$ cat config.mk
export PLATFORM = sky130hd
export DESIGN_NAME = modem_stat_tracker
export DESIGN_NICKNAME = d
export VERILOG_FILES = /design/src/rtl/msct_pkg.sv /design/src/rtl/msct_sync.sv /design/src/rtl/msct_delta.sv /design/src/rtl/msct_ctrl.sv /design/src/rtl/modem_stat_tracker.sv
export SDC_FILE = /design/constraint.sdc
export NUM_CORES = 1
export LEC_CHECK = 0
export BUFFER_PORTS_ARGS = -buffer_cell sky130_fd_sc_hd__buf_2
export CORE_MARGIN = 2
export CORE_UTILIZATION = 46
export DETAILED_ROUTE_END_ITERATION = 8
export HOLD_SLACK_MARGIN = 0.05
export PLACE_DENSITY = 0.77
export SLEW_MARGIN = 5
export SYNTH_ARGS = -nofsm -noshare
export SYNTH_HDL_FRONTEND = slang
export SYNTH_SLANG_ARGS = --single-unit
export TNS_END_PERCENT = 100
$ cat constraint.sdc
create_clock -name clk -period 1.05 [get_ports clk]
set_input_delay 0.105 -clock clk [delete_from_list [all_inputs] [get_ports clk]]
set_output_delay 0.105 -clock clk [all_outputs]
set_load 0.005 [all_outputs]
$ cat src/rtl/msct_pkg.sv
package msct_pkg;

  localparam int unsigned LINE_CNT  = 4;
  localparam int unsigned STAT_W    = 2 * LINE_CNT;
  localparam int unsigned CTRL_W    = 8;

  // line index = bit position in both status nibbles
  localparam int unsigned LN_CTS    = 0;
  localparam int unsigned LN_DSR    = 1;
  localparam int unsigned LN_RING   = 2;
  localparam int unsigned LN_CARR   = 3;

  // control bit positions
  localparam int unsigned CB_TERM   = 0;
  localparam int unsigned CB_REQ    = 1;
  localparam int unsigned CB_AUX1   = 2;
  localparam int unsigned CB_AUX2   = 3;
  localparam int unsigned CB_LOOP   = 4;
  localparam int unsigned CTRL_USED = 5;

  typedef enum logic [0:0] {
    EDGE_ANY  = 1'b0,   // flag on every change
    EDGE_FALL = 1'b1    // flag only when the line deasserts
  } edge_kind_e;

  // active-high line values produced by loopback from control bits
  function automatic logic [LINE_CNT-1:0] loop_route(input logic [CTRL_W-1:0] c);
    logic [LINE_CNT-1:0] r;
    r[LN_CTS]  = c[CB_REQ];
    r[LN_DSR]  = c[CB_TERM];
    r[LN_RING] = c[CB_AUX1];
    r[LN_CARR] = c[CB_AUX2];
    return r;
  endfunction

endpackage

$ cat src/rtl/msct_sync.sv
module msct_sync #(
  parameter int unsigned WIDTH   = 4,
  parameter int unsigned STAGES  = 2,
  parameter logic        RST_VAL = 1'b1
) (
  input  logic             clk,
  input  logic             rst_n,
  input  logic [WIDTH-1:0] async_i,
  output logic [WIDTH-1:0] sync_o
);

  localparam int unsigned DEPTH = (STAGES < 2) ? 2 : STAGES;

  logic [WIDTH-1:0] chain_q [DEPTH];

  generate
    for (genvar s = 0; s < DEPTH; s++) begin : g_stage
      if (s == 0) begin : g_first
        always_ff @(posedge clk or negedge rst_n) begin
          if (!rst_n) chain_q[s] <= {WIDTH{RST_VAL}};
          else        chain_q[s] <= async_i;
        end
      end else begin : g_next
        always_ff @(posedge clk or negedge rst_n) begin
          if (!rst_n) chain_q[s] <= {WIDTH{RST_VAL}};
          else        chain_q[s] <= chain_q[s-1];
        end
      end
    end
  endgenerate

  assign sync_o = chain_q[DEPTH-1];

endmodule

$ cat src/rtl/msct_delta.sv
module msct_delta
  import msct_pkg::*;
#(
  parameter edge_kind_e KIND = EDGE_ANY
) (
  input  logic clk,
  input  logic rst_n,
  input  logic line_prev_i,
  input  logic line_next_i,
  input  logic clear_i,
  output logic flag_o
);

  logic evt;
  logic flag_q;

  generate
    if (KIND == EDGE_FALL) begin : g_fall
      assign evt = line_prev_i & ~line_next_i;
    end else begin : g_any
      assign evt = line_prev_i ^ line_next_i;
    end
  endgenerate

  always_ff @(posedge clk or negedge rst_n) begin
    if (!rst_n)       flag_q <= 1'b0;
    else if (clear_i) flag_q <= evt;
    else              flag_q <= flag_q | evt;
  end

  assign flag_o = flag_q;

  AST_FLAG_STICKY: assert property (@(posedge clk) disable iff (!rst_n)
    (flag_q && !clear_i) |=> flag_q);

  AST_READ_CLEARS: assert property (@(posedge clk) disable iff (!rst_n)
    (clear_i && (line_prev_i == line_next_i)) |=> !flag_q);

  AST_READ_KEEPS_NEW: assert property (@(posedge clk) disable iff (!rst_n)
    (clear_i && line_prev_i && !line_next_i) |=> flag_q);

  generate
    if (KIND == EDGE_FALL) begin : g_lead_chk
      AST_LEAD_IGNORED: assert property (@(posedge clk) disable iff (!rst_n)
        (!flag_q && !line_prev_i && line_next_i) |=> !flag_q);
    end
  endgenerate

endmodule

$ cat src/rtl/msct_ctrl.sv
module msct_ctrl
  import msct_pkg::*;
(
  input  logic                clk,
  input  logic                rst_n,
  input  logic                we_i,
  input  logic [CTRL_W-1:0]   wdata_i,
  output logic [CTRL_W-1:0]   ctrl_o,
  output logic                loop_o,
  output logic [LINE_CNT-1:0] route_o,
  output logic [3:0]          pins_n_o   // {aux2, aux1, req, term}
);

  logic [CTRL_USED-1:0] reg_q;
  logic [CTRL_W-1:0]    full;

  always_ff @(posedge clk or negedge rst_n) begin
    if (!rst_n)    reg_q <= '0;
    else if (we_i) reg_q <= wdata_i[CTRL_USED-1:0];
  end

  assign full    = {{(CTRL_W-CTRL_USED){1'b0}}, reg_q};
  assign ctrl_o  = full;
  assign loop_o  = reg_q[CB_LOOP];
  assign route_o = loop_route(full);

  generate
    for (genvar b = 0; b < 4; b++) begin : g_pin
      assign pins_n_o[b] = reg_q[CB_LOOP] | ~reg_q[b];
    end
  endgenerate

  AST_TERM_DRIVE: assert property (@(posedge clk) disable iff (!rst_n)
    (we_i && !wdata_i[CB_LOOP] && wdata_i[CB_TERM]) |=> !pins_n_o[CB_TERM]);

  AST_LOOP_QUIET: assert property (@(posedge clk) disable iff (!rst_n)
    (we_i && wdata_i[CB_LOOP]) |=> (pins_n_o == 4'hF));

endmodule

$ cat src/rtl/modem_stat_tracker.sv
module modem_stat_tracker
  import msct_pkg::*;
#(
  parameter int unsigned SYNC_STAGES = 2
) (
  input  logic        clk,
  input  logic        rst_n,
  input  logic        ctrl_we,
  input  logic [7:0]  ctrl_wdata,
  output logic [7:0]  ctrl_q,
  input  logic        stat_rd,
  output logic [7:0]  stat_q,
  input  logic        clr_send_n,
  input  logic        set_ready_n,
  input  logic        ring_n,
  input  logic        carrier_n,
  output logic        term_ready_n,
  output logic        req_send_n,
  output logic        aux1_n,
  output logic        aux2_n
);

  logic [LINE_CNT-1:0] pins_raw;
  logic [LINE_CNT-1:0] pins_sync;
  logic [LINE_CNT-1:0] line_next;
  logic [LINE_CNT-1:0] line_q;
  logic [LINE_CNT-1:0] flags;
  logic [LINE_CNT-1:0] route;
  logic [3:0]          out_n;
  logic                loop_en;

  assign pins_raw[LN_CTS]  = clr_send_n;
  assign pins_raw[LN_DSR]  = set_ready_n;
  assign pins_raw[LN_RING] = ring_n;
  assign pins_raw[LN_CARR] = carrier_n;

  msct_sync #(
    .WIDTH   (LINE_CNT),
    .STAGES  (SYNC_STAGES),
    .RST_VAL (1'b1)
  ) u_sync (
    .clk     (clk),
    .rst_n   (rst_n),
    .async_i (pins_raw),
    .sync_o  (pins_sync)
  );

  msct_ctrl u_ctrl (
    .clk      (clk),
    .rst_n    (rst_n),
    .we_i     (ctrl_we),
    .wdata_i  (ctrl_wdata),
    .ctrl_o   (ctrl_q),
    .loop_o   (loop_en),
    .route_o  (route),
    .pins_n_o (out_n)
  );

  assign line_next = loop_en ? route : ~pins_sync;

  always_ff @(posedge clk or negedge rst_n) begin
    if (!rst_n) line_q <= '0;
    else        line_q <= line_next;
  end

  generate
    for (genvar i = 0; i < LINE_CNT; i++) begin : g_line
      localparam edge_kind_e KIND_I = (i == LN_RING) ? EDGE_FALL : EDGE_ANY;
      msct_delta #(.KIND(KIND_I)) u_delta (
        .clk         (clk),
        .rst_n       (rst_n),
        .line_prev_i (line_q[i]),
        .line_next_i (line_next[i]),
        .clear_i     (stat_rd),
        .flag_o      (flags[i])
      );
      if (i != LN_RING) begin : g_any_chk
        AST_CHANGE_FLAGGED: assert property (@(posedge clk) disable iff (!rst_n)
          (stat_q[LINE_CNT+i] != $past(stat_q[LINE_CNT+i])) |-> stat_q[i]);
      end
    end
  endgenerate

  assign stat_q = {line_q, flags};

  assign term_ready_n = out_n[CB_TERM];
  assign req_send_n   = out_n[CB_REQ];
  assign aux1_n       = out_n[CB_AUX1];
  assign aux2_n       = out_n[CB_AUX2];

  AST_RING_TRAIL_FLAGGED: assert property (@(posedge clk) disable iff (!rst_n)
    ($past(stat_q[LINE_CNT+LN_RING]) && !stat_q[LINE_CNT+LN_RING]) |-> stat_q[LN_RING]);

  AST_LOOP_FOLLOWS_CTRL: assert property (@(posedge clk) disable iff (!rst_n)
    ($past(ctrl_q[CB_LOOP]) && ctrl_q[CB_LOOP]) |-> (stat_q[LINE_CNT+LN_CTS] == $past(ctrl_q[CB_REQ])));

endmodule

# [Word level (Yosys, flattened, before mapping)]
# Cells that the tools add are included.
[word_totals] inputBits=16 output_inout_bits=20 ff_bits=21
[op_classes] muxes=5 n_bitwise=18
[op_table] cell="1-bit OR" count=8
[op_table] cell="1-bit NOT" count=5
[op_table] cell="1-bit two-way mux" count=4
[op_table] cell="4-bit two-way mux" count=1
[op_table] cell="4-bit NOT" count=1
[op_table] cell="1-bit XOR" count=3
[op_table] cell="1-bit bitwise AND" count=1

# [Longest topological paths before layout]
# Gate-level depths: netlist (run 1).
[logic_depth] ltp_word=6 ltp_mapped=3 depth_no_buf=3

# [Hierarchy]
# From an unflattened synthesis (run 1), not the netlist that was laid out.
[hier_totals] cells_unflattened=63 area_unflattened_um2=818.3
[by_module_without_submodules] module="msct_ctrl" cells_each=23 n_inst=1 area_per_inst_um2=270.3 seq_area_each_um2=125.1
[by_module_without_submodules] module="msct_sync" cells_each=12 n_inst=1 area_per_inst_um2=240.2 seq_area_each_um2=210.2
[by_module_without_submodules] module="modem_stat_tracker" cells_each=12 n_inst=1 area_per_inst_um2=135.1 seq_area_each_um2=100.1
[by_module_without_submodules] module="msct_delta (g_line[0].u_delta ...)" cells_each=4 n_inst=3 area_per_inst_um2=42.5 seq_area_each_um2=25.0
[by_module_without_submodules] module="msct_delta (g_line[2].u_delta)" cells_each=4 n_inst=1 area_per_inst_um2=45.0 seq_area_each_um2=25.0

# [Worst setup path before layout (run 1)]
# No wires, ideal clock.
[synth_path] path_kind="register to register" startpoint="reg u_ctrl.reg_q[4]" endpoint="reg g_line[0].u_delta.flag_q" stages_incl_launch_ff=4 t_arrival_ns=0.882 synth_period_minus_slack_ns=0.961 t_required_ns=0.971 n_path_buf=1 path_slack_ns=0.089 cell_sequence="dfrtp_1 -> buf_6 -> mux2i_2 -> mux2i_1"
[synth_between] elab_chain_len=4
[synth_lines] item="start: declaration" line="msct_ctrl.sv:14" rtl="logic [CTRL_USED-1:0] reg_q;"
[synth_lines] item="start signal: assignment" line="msct_ctrl.sv:19" rtl="else if (we_i) reg_q <= wdata_i[CTRL_USED-1:0];"
[synth_lines] item="4-bit two-way mux (*)" line="modem_stat_tracker.sv:59" rtl="assign line_next = loop_en ? route : ~pins_sync;"
[synth_lines] item="named net g_line[0].u_delta.line_next_i" line="msct_delta.sv:9" rtl="input logic line_next_i,"
[synth_lines] item="1-bit XOR (*)" line="msct_delta.sv:21" rtl="assign evt = line_prev_i ^ line_next_i;"
[synth_lines] item="1-bit OR" line="msct_delta.sv:28" rtl="else flag_q <= flag_q | evt;"
[synth_lines] item="1-bit two-way mux (*)" line="msct_delta.sv:27" rtl="else if (clear_i) flag_q <= evt;"
[synth_lines] item="end signal: assignment" line="msct_delta.sv:27"
[synth_lines] item="end signal: assignment" line="msct_delta.sv:28"
[synth_lines] item="end: declaration" line="msct_delta.sv:15" rtl="logic flag_q;"
# Mark *: on every way through the listed nets, which the timed path passes. The rest lies on a longest branch.
# A chain may end at the register's enable or synchronous reset.

# [Final worst setup path (run 1)]
[layout_path] startpoint="reg u_ctrl.reg_q[4]" endpoint="out req_send_n"
[layout_between] elab_chain_len=1
[layout_lines] item="1-bit OR" line="msct_ctrl.sv:29" rtl="assign pins_n_o[b] = reg_q[CB_LOOP] | ~reg_q[b];"
[layout_lines] item="end: declaration" line="modem_stat_tracker.sv:18" rtl="output logic req_send_n,"
# No other way between the ends.

==> results.yml, run 1 <==
outcome:
  outcome: "finished, violations left"
  violations: "setup timing"
floorplanning:
  die_area_um2: 2270
  die_w_um: 47.6
  start_util: 0.496
  ios: 36
  core-area_um2: 1760
  chipHeight_um: 47.6
  rows: 15
critical_path:
  crit_slowest_cell: "dfrtp_2"
  worstPathRequired_ns: 0.94
  r2r_slack_ns: -0.14
  worstRegToRegCells: 4
  crit_start: "u_ctrl.reg_q[4]$_DFFE_PN0P_"
  path_common_cell: "buf_6"
  setup.worst_path.end: "req_send_n"
  crit_chain: "buf_6 -> nand2b_4 -> buf_6"
  critPathArrivalTime_ns: 1.14
  r2r-start: "u_ctrl.reg_q[4]$_DFFE_PN0P_"
  crit_type: "reg -> out"
  cp-start-kind: "flop"
  worstSetupEndpointType: "output pin"
  cpPeakStageDelay_ns: 0.47
  reg2reg_to: "g_line[0].u_delta.flag_o$_DFF_PN0_"
  critical_path.max_fanout: 7
final_layout:
  nets: 128
  diodes: 0
  mostFrequentLayoutCells: "buf_2 (27), dfrtp_1 (12), dlygate4sd3_1 (11), dfstp_2 (8), nor2b_1 (6)"
  nFillCells: 136
  final_common_cell: "buf_2"
  syn_to_final_growth_pct: 39.0
  fin_area_um2: 1220
  drive_gt1_frac: 0.523
placement:
  gp_congestion: 0.671
  hpwl_um: 883
  portBuffers: 29
  dpl_worst_slack_ns: -0.0998
  placed_area_um2: 968
power_and_ir_drop:
  peakVddDrop_v: 0.000966
  pwr-share-clk: 0.216
  finalPower_mw: 1.73
  internal_power_mw: 1.29
  switchingPower_uw: 440
  power_density_nw_per_um2: 1420
  power.share.switching: 0.254
  p_leak_nw: 0.578
  p_seq_frac: 0.553
  comb_power_share: 0.231
routing:
  routed_wl_mm: 1.47
  avgViaCountPerCell: 4.35
  wire_per_inst_um: 10.8
  drc: 0
  first_iter_violations: 5
  dr.pass1.iters: 4
  vias: 591
  ant_nets: 0
timing:
  hold_slack_ns: 0.0977
  finClkSkew_ns: 0.00399
  finalCriticalPeriod_ns: 1.25
  finalSetupViolations: 10
  finalHoldViolCount: 0
  fmax_mhz: 802
  slew_violations: 0
  worst_slack_ns: -0.196
  timing.final.crit_share: 1.19
  setup-tns-final_ns: -1.07
  rsz0062_at_grt: "yes"
clock_tree:
  clockRootBuffer: "clkbuf_4"
  cts_made_buffers: 3
  clockBufferDepth: 2
  cts_htree_levels: 1
  cts_tree: "done"
  clk_pin_slew_ns: 0.11
  clk_latency_ns: 0.29
  cts_sinks: 21
logic_synthesis:
  syn_area_um2: 876
  syn-instance-count: 72
  ys_warn_count: 0
  synth_seq_cells: 21
  avgSynthCellArea_um2: 12.2
  yosysSeqAreaShare: 0.611
  ys_types: 17
min_path:
  min_path_type: "in -> reg"
grt:
  grt_pass1_vias: 525
  grt.overflow.total: 0
  grt_pass1_wl_mm: 2.13
  grt_max_degree: 22
  grt_usage: 0.137
  antenna_found_initial: 0
job:
  cap_violations: 0
[flip-flops by register name (all words and copies together) (netlist names)]
signal	cells
u_sync.chain_q	4
line_q	4
g_line.u_delta.flag_o	4
u_sync.sync_o	4
u_ctrl.reg_q	5
[power by group through the flow]
stage / combinational, mW / clock, mW / sequential (mW)
after detailed placement: 0.276 / 0 / 0.969
after global routing: 0.443 / 0.409 / 0.971
after CTS: 0.362 / 0.383 / 0.956
final: 0.401 / 0.373 / 0.957
after floorplan: 0.233 / 0 / 0.955
after global placement: 0.271 / 0 / 0.964
[layer usage]
layer / track usage / vias up / part of all wire / wire length [µm]
li1: - / 289 / - / -
met1: 0.173 / 280 / 0.47 / 688
met2: 0.238 / 22 / 0.49 / 718
met3: 0.0226 / 0 / 0.045 / 67
met4: 0.0486 / 0 / 0 / 0
met5: 0 / - / 0 / 0
[synthesized netlist by cell type]
| cell | count | area, µm² |
|---|---|---|
| conb_1 | 1 | 3.75 |
| buf_4 | 12 | 90.1 |
| mux2i_1 | 4 | 40.0 |
| inv_1 | 2 | 7.51 |
| buf_2 | 1 | 5.00 |
| nor2_1 | 3 | 11.3 |
| mux2_1 | 1 | 11.3 |
| nand2_1 | 4 | 15.0 |
| dfstp_2 | 8 | 210 |
| nand2b_1 | 4 | 25.0 |
| dfrtp_1 | 13 | 325 |
| nor2b_1 | 6 | 37.5 |
| o22ai_1 | 1 | 6.26 |
| o21ai_1 | 4 | 20.0 |
| buf_6 | 1 | 11.3 |
| inv_2 | 4 | 15.0 |
| mux2i_2 | 3 | 41.3 |
[how the worst min path moves through the flow]
stage	startpoint	to	slack (ns)	cells after the start
final	ctrl_we	u_ctrl.reg_q[0]$_DFFE_PN0P_	0.1	2
after global routing	ctrl_we	u_ctrl.reg_q[1]$_DFFE_PN0P_	0.09	2
after CTS	ctrl_we	u_ctrl.reg_q[1]$_DFFE_PN0P_	0.09	2
after detailed placement	rst_n	u_ctrl.reg_q[3]$_DFFE_PN0P_	0.07	1
after global placement	rst_n	u_ctrl.reg_q[3]$_DFFE_PN0P_	0.07	1
after floorplan	rst_n	g_line[0].u_delta.flag_o$_DFF_PN0_	-0.19	0
[critical path, delay by kind of cell, from the launching register on]
| family | cells | cell delay (ns) |
|---|---|---|
| AND/OR/NAND/NOR | 1 | 0.13 |
| flip-flops | 1 | 0.47 |
| buffers and inverters | 2 | 0.24 |
[timing repair]
item,in CTS,in global routing
resized for setup,8,4
buffers inserted,3,2
hold buffers,11,0
endpoints found under the hold margin,23,0
cloned,0,0
endpoints found under the setup margin,10,10
[final cells by class]
| cell class | instances | area (µm²) | share of cell area |
|---|---|---|---|
| inverters | 6 | 22.5 | 0.0185 |
| repair buffers | 47 | 328 | 0.269 |
| flip-flops and latches | 21 | 537 | 0.441 |
| clock buffers | 4 | 26.3 | 0.0216 |
| well taps | 25 | 31.3 | 0.0257 |
| multi-input cells | 33 | 273 | 0.224 |
[metrics by stage]
step | util | cells
3_3_place_gp | 0.549 | 116
2_1_floorplan | - | 74
3_5_place_dp | 0.549 | 116
5_1_grt | 0.690 | 136
6_report | 0.690 | 136
4_1_cts | 0.665 | 134
[cell families after synthesis]
family,after synthesis,synth area share
simple gates,17,0.101
flops,21,0.611
buf+inv,20,0.147
other cells,1,0.00428
mux,8,0.106
compound gates,5,0.0300
Power figures use the tool's default switching activity.
==> run 2: changes to the inputs <==
--- a/config.mk
+++ b/config.mk
@@ -6,11 +6,13 @@
 export NUM_CORES = 1
 export LEC_CHECK = 0
 export BUFFER_PORTS_ARGS = -buffer_cell sky130_fd_sc_hd__buf_2
-export CORE_MARGIN = 2
-export CORE_UTILIZATION = 46
+export CELL_PAD_IN_SITES_DETAIL_PLACEMENT = 0
+export CELL_PAD_IN_SITES_GLOBAL_PLACEMENT = 2
+export CORE_MARGIN = 8
+export CORE_UTILIZATION = 28
 export DETAILED_ROUTE_END_ITERATION = 8
 export HOLD_SLACK_MARGIN = 0.05
-export PLACE_DENSITY = 0.77
+export PLACE_DENSITY_LB_ADDON = 0.1
 export SLEW_MARGIN = 5
 export SYNTH_ARGS = -nofsm -noshare
 export SYNTH_HDL_FRONTEND = slang
==> run 2 against run 1 <==
Against the previous run: the run still ends with setup timing left; global-route usage is 6.4 points lower; via count is 5.1% lower; fmax is 6.6% higher; critical path depth is 1 higher; first-iteration DRC count grew to 3.8 times the previous value; worst hold slack worse by 0.012 ns; core utilization is 30 points lower; critical endpoint is now g_line[0].u_delta.flag_o$_DFF_PN0_.
==> results.yml, run 2 (same netlist as run 1, synthesis figures left out) <==
clock_tree:
  cts_made_buffers: 3
  clk_pin_slew_ns: 0.11
  cts_htree_levels: 1
  cts_tree: "done"
  clk_latency_ns: 0.30
  clockBufferDepth: 2
  clockRootBuffer: "clkbuf_4"
  cts_sinks: 21
critical_path:
  worstPathRequired_ns: 1.29
  r2r_slack_ns: -0.12
  crit_slowest_cell: "dfrtp_2"
  crit_chain: "buf_6 -> buf_6 -> mux2i_4 -> mux2i_1"
  r2r-start: "u_ctrl.reg_q[4]$_DFFE_PN0P_"
  worstSetupEndpointType: "flop"
  cp-start-kind: "flop"
  worstRegToRegCells: 4
  critical_path.max_fanout: 6
  path_common_cell: "buf_6"
  crit_start: "u_ctrl.reg_q[4]$_DFFE_PN0P_"
  setup.worst_path.end: "g_line[0].u_delta.flag_o$_DFF_PN0_"
  cpPeakStageDelay_ns: 0.44
  reg2reg_to: "g_line[0].u_delta.flag_o$_DFF_PN0_"
  critPathArrivalTime_ns: 1.41
  crit_type: "reg -> reg"
final_layout:
  fin_cells: 141
  largest_reg_flops: 5
  mostFrequentLayoutCells: "buf_2 (29), dfrtp_1 (12), dlygate4sd3_1 (11), dfstp_2 (8), nor2b_1 (6)"
  syn_to_final_growth_pct: 32.6
  diodes: 0
  multi_input_area_um2: 240
  nFillCells: 300
  top_register: "u_ctrl.reg_q"
  seq_area_um2: 537
  drive_gt1_frac: 0.500
  fin_area_um2: 1160
  nets: 125
  final_common_cell: "buf_2"
grt:
  top_usage_layer: "met2"
  grt_pass1_wl_mm: 2.92
  grt_use_met1: 0.0818
  antenna_found_initial: 0
  grt_pass1_vias: 607
  grt_max_degree: 22
  grt.overflow.total: 0
  grt_usage: 0.0732
  grt_util_met3: 0.0427
  grtUsageMet2: 0.112
timing:
  fmax_mhz: 855
  slew_violations: 0
  setup-tns-final_ns: -0.695
  rsz0062_at_grt: "yes"
  finClkSkew_ns: 0.00241
  finalHoldViolCount: 0
  hold_slack_ns: 0.0854
  finalCriticalPeriod_ns: 1.17
  timing.final.crit_share: 1.11
  finalSetupViolations: 9
  worst_slack_ns: -0.120
routing:
  vias: 561
  routed_wl_mm: 1.71
  avgViaCountPerCell: 3.98
  drc: 0
  first_iter_violations: 19
  ant_nets: 0
  dr.pass1.iters: 4
  wire_per_inst_um: 12.1
power_and_ir_drop:
  p_leak_nw: 0.547
  peakVddDrop_v: 0.00102
  power_density_nw_per_um2: 1450
placement:
  placed_cells: 123
  placed_area_um2: 971
  portBuffers: 29
  gp_congestion: 0.647
  hpwl_mm: 1.20
  dpl_worst_slack_ns: -0.120
min_path:
  min_path_type: "in -> reg"
floorplanning:
  die_area_um2: 5170
  start_util: 0.292
  chipHeight_um: 71.9
  ios: 36
  die_w_um: 71.9
  rows: 20
  core-area_um2: 3000
job:
  cap_violations: 0
outcome:
  outcome: "finished, violations left"
  violations: "setup timing"
-- run 2: cell types whose count changed in the layout (fill, tap and decap cells not counted) --
cell and delta:
buf_6 -2, nand2b_4 -2, buf_4 -3, mux2i_2 +2, clkinv_2 +1, clkbuf_1 -1
buf_2 +2, mux2i_4 -2, nand2b_1 +2
-- run 2: worst min-delay path by stage --
stage | from | end | slack [ns] | cells after the start
detailed placement | rst_n | u_ctrl.reg_q[1]$_DFFE_PN0P_ | 0.09 | 1
CTS | ctrl_we | u_ctrl.reg_q[0]$_DFFE_PN0P_ | 0.08 | 2
finish | ctrl_we | u_ctrl.reg_q[1]$_DFFE_PN0P_ | 0.09 | 2
floorplan | rst_n | g_line[0].u_delta.flag_o$_DFF_PN0_ | -0.19 | 0
global placement | rst_n | line_q[0]$_DFF_PN0_ | 0.09 | 1
global route | ctrl_we | u_ctrl.reg_q[0]$_DFFE_PN0P_ | 0.09 | 2
-- run 2: layout make-up --
type / instances / area share
clock buffers: 3 / 0.0194
clock inverters: 1 / 0.00431
inverters: 6 / 0.0194
multi-input cells: 33 / 0.207
flip-flops and latches: 21 / 0.462
well taps: 33 / 0.0356
repair buffers: 44 / 0.252
-- run 2: metal layers --
layer / share of wire / routed length, µm
met1: 0.43 / 731
met2: 0.47 / 804
met3: 0.091 / 155
met4: 0.011 / 19
met5: 0 / 0
-- run 2: worst max-delay path: cells and delay by family, from the launching register on --
| kind | cells | cell delay (ns) |
|---|---|---|
| flops | 1 | 0.44 |
| buf+inv | 2 | 0.24 |
| mux | 2 | 0.42 |
-- run 2: power by group --
| part | internal (mW) | switching [mW] |
|---|---|---|
| clock | 0.142 | 0.242 |
| sequential | 0.903 | 0.0476 |
| combinational | 0.203 | 0.151 |
-- run 2: through the flow --
stage                     utilization  power [mW]
after floorplan                     -        1.19
after global placement          0.323        1.25
after detailed placement        0.323        1.25
after CTS                       0.384        1.72
after global routing            0.387        1.80
final                           0.387        1.69
-- run 2: what timing repair did --
item,CTS,global route
pin swaps,1,0
hold buffers,11,0
resized for setup,6,1
endpoints found under the hold margin,23,0
setup buffers,3,0
endpoints found under the setup margin,10,10
==> run 3: changes to the inputs <==
--- a/config.mk
+++ b/config.mk
@@ -8,11 +8,13 @@
 export BUFFER_PORTS_ARGS = -buffer_cell sky130_fd_sc_hd__buf_2
 export CELL_PAD_IN_SITES_DETAIL_PLACEMENT = 0
 export CELL_PAD_IN_SITES_GLOBAL_PLACEMENT = 2
+export CORE_ASPECT_RATIO = 0.7
 export CORE_MARGIN = 8
 export CORE_UTILIZATION = 28
 export DETAILED_ROUTE_END_ITERATION = 8
 export HOLD_SLACK_MARGIN = 0.05
 export PLACE_DENSITY_LB_ADDON = 0.1
+export REMOVE_ABC_BUFFERS = 1
 export SLEW_MARGIN = 5
 export SYNTH_ARGS = -nofsm -noshare
 export SYNTH_HDL_FRONTEND = slang
==> run 3 against run 2 <==
Against the previous run: the run still ends with setup timing left; first-iteration DRC count is 32% lower; global-route usage is 0.43 points lower; final area is 6.3% higher; largest cell class unchanged; largest power group unchanged.
==> results.yml, run 3 (same netlist as run 1, synthesis figures left out) <==
placement:
  dpl_worst_slack_ns: -0.129
  placed_cells: 128
  hpwl_mm: 1.27
  gp_congestion: 0.661
  portBuffers: 29
critical_path:
  cp_num_buf_inv: 2
  critPathArrivalTime_ns: 1.08
  worstSetupEndpointType: "output pin"
  cpPeakStageDelay_ns: 0.44
  crit_start: "u_ctrl.reg_q[4]$_DFFE_PN0P_"
  critical_path.max_fanout: 5
  crit_slowest_cell: "dfrtp_2"
  worstPathRequired_ns: 0.94
  critPathTopFamily: "flip-flops"
  crit_type: "reg -> out"
  r2r-start: "u_ctrl.reg_q[4]$_DFFE_PN0P_"
  cp-start-kind: "flop"
  crit_chain: "buf_12 -> nand2b_4 -> buf_6"
final_layout:
  multi_input_area_um2: 275
  top_register: "u_ctrl.reg_q"
  nets: 122
  nFillCells: 310
  syn_to_final_growth_pct: 40.9
  mostFrequentLayoutCells: "buf_2 (24), dfrtp_1 (12), buf_6 (8), dfstp_2 (8)"
  final_common_cell: "buf_2"
  seq_area_um2: 537
  largest_reg_flops: 5
  fin_cells: 143
  drive_gt1_frac: 0.562
  diodes: 0
clock_tree:
  cts_made_buffers: 3
  cts_htree_levels: 1
  clockBufferDepth: 2
  clockRootBuffer: "clkbuf_8"
  cts_sinks: 21
  clk_pin_slew_ns: 0.08
  clk_latency_ns: 0.25
  cts_tree: "done"
routing:
  ant_nets: 0
  vias: 540
  first_iter_violations: 13
  drc: 0
  wire_per_inst_um: 12.2
  routed_wl_mm: 1.74
  avgViaCountPerCell: 3.78
  dr.pass1.iters: 3
timing:
  setup-tns-final_ns: -0.831
  worst_slack_ns: -0.133
  finalCriticalPeriod_ns: 1.18
  timing.final.crit_share: 1.13
  fmax_mhz: 845
  finClkSkew_ns: 0.00333
  slew_violations: 0
  finalSetupViolations: 7
  finalHoldViolCount: 0
  rsz0062_at_grt: "yes"
floorplanning:
  ios: 36
  core-area_um2: 3060
  start_util: 0.286
  chipHeight_um: 62.8
  die_area_um2: 5200
  die_w_um: 82.8
  rows: 17
power_and_ir_drop:
  power_density_nw_per_um2: 1530
  p_leak_nw: 0.589
  peakVddDrop_v: 0.000884
grt:
  grt_usage: 0.0689
  grt_pass1_vias: 627
  grt_pass1_wl_mm: 2.91
  grt.overflow.total: 0
  grt_max_degree: 22
  antenna_found_initial: 0
min_path:
  hold_start: "ctrl_wdata[3]"
  min_path_type: "in -> reg"
outcome:
  violations: "setup timing"
  outcome: "finished, violations left"
job:
  cap_violations: 0
## run 3: cell types whose count changed in the layout (fill, tap and decap cells not counted), sizes merged
| cell | delta |
|---|---|
| buf | +2 |
| dlygate4sd3 | -5 |
## run 3: layout make-up
class	count	share of cell area
clock buffers	3	0.0335
clock inverters	1	0.00406
inverters	6	0.0183
multi-input cells	33	0.223
flip-flops and latches	21	0.435
well taps	38	0.0385
repair buffers	41	0.247
## run 3: worst paths after layout
kind	end	slack [ns]	depth (start not counted)
worst max-delay path	term_ready_n	-0.13	3
worst min-delay path	u_ctrl.reg_q[3]$_DFFE_PN0P_	0.06	3
worst max register to register	g_line[0].u_delta.flag_o$_DFF_PN0_	-0.13	4
worst min register to register	u_sync.sync_o[2]$_DFF_PN1_	0.36	0
max in group asynchronous	u_sync.sync_o[1]$_DFF_PN1_	0.37	2
min in group asynchronous	u_ctrl.reg_q[1]$_DFFE_PN0P_	0.33	2
## run 3: report_power, final
part / internal (mW) / switching (mW) / leakage, nW / total (mW)
Combinational: 0.249 / 0.164 / 0.328 / 0.414
Sequential: 0.903 / 0.0548 / 0.235 / 0.958
Clock: 0.264 / 0.250 / 0.0255 / 0.513
## run 3: layer usage
metal  track usage  up-vias  wire (µm)
met1        0.0814      240        836
met2        0.0997       23        735
met5             0        -          0
met3        0.0482        2        159
met4        0.0131        0         12
li1              -      275          -
## run 3: per-stage QoR
| step | utilization | area [µm²] | hold slack (ns) | power [mW] |
|---|---|---|---|---|
| 2_1_floorplan | - | 777 | -0.191 | 1.10 |
| 3_3_place_gp | 0.319 | 977 | 0.0916 | 1.25 |
| 3_5_place_dp | 0.319 | 977 | 0.0893 | 1.26 |
| 4_1_cts | 0.392 | 1200 | 0.0508 | 1.90 |
| 5_1_grt | 0.403 | 1230 | 0.0624 | 2.00 |
| 6_report | 0.403 | 1230 | 0.0593 | 1.88 |
## run 3: what timing repair did
action                                  4_1_cts  5_1_grt
endpoints found under the hold margin        18        0
endpoints found under the setup margin       10        9
hold buffers                                  6        0
gates resized for setup                      13        3
setup buffers                                 3        2
## run 3: worst min-delay path: stages
cell and delay (ns):
buf_2 0.07, nand2_1 0.04, o21ai_1 0.06
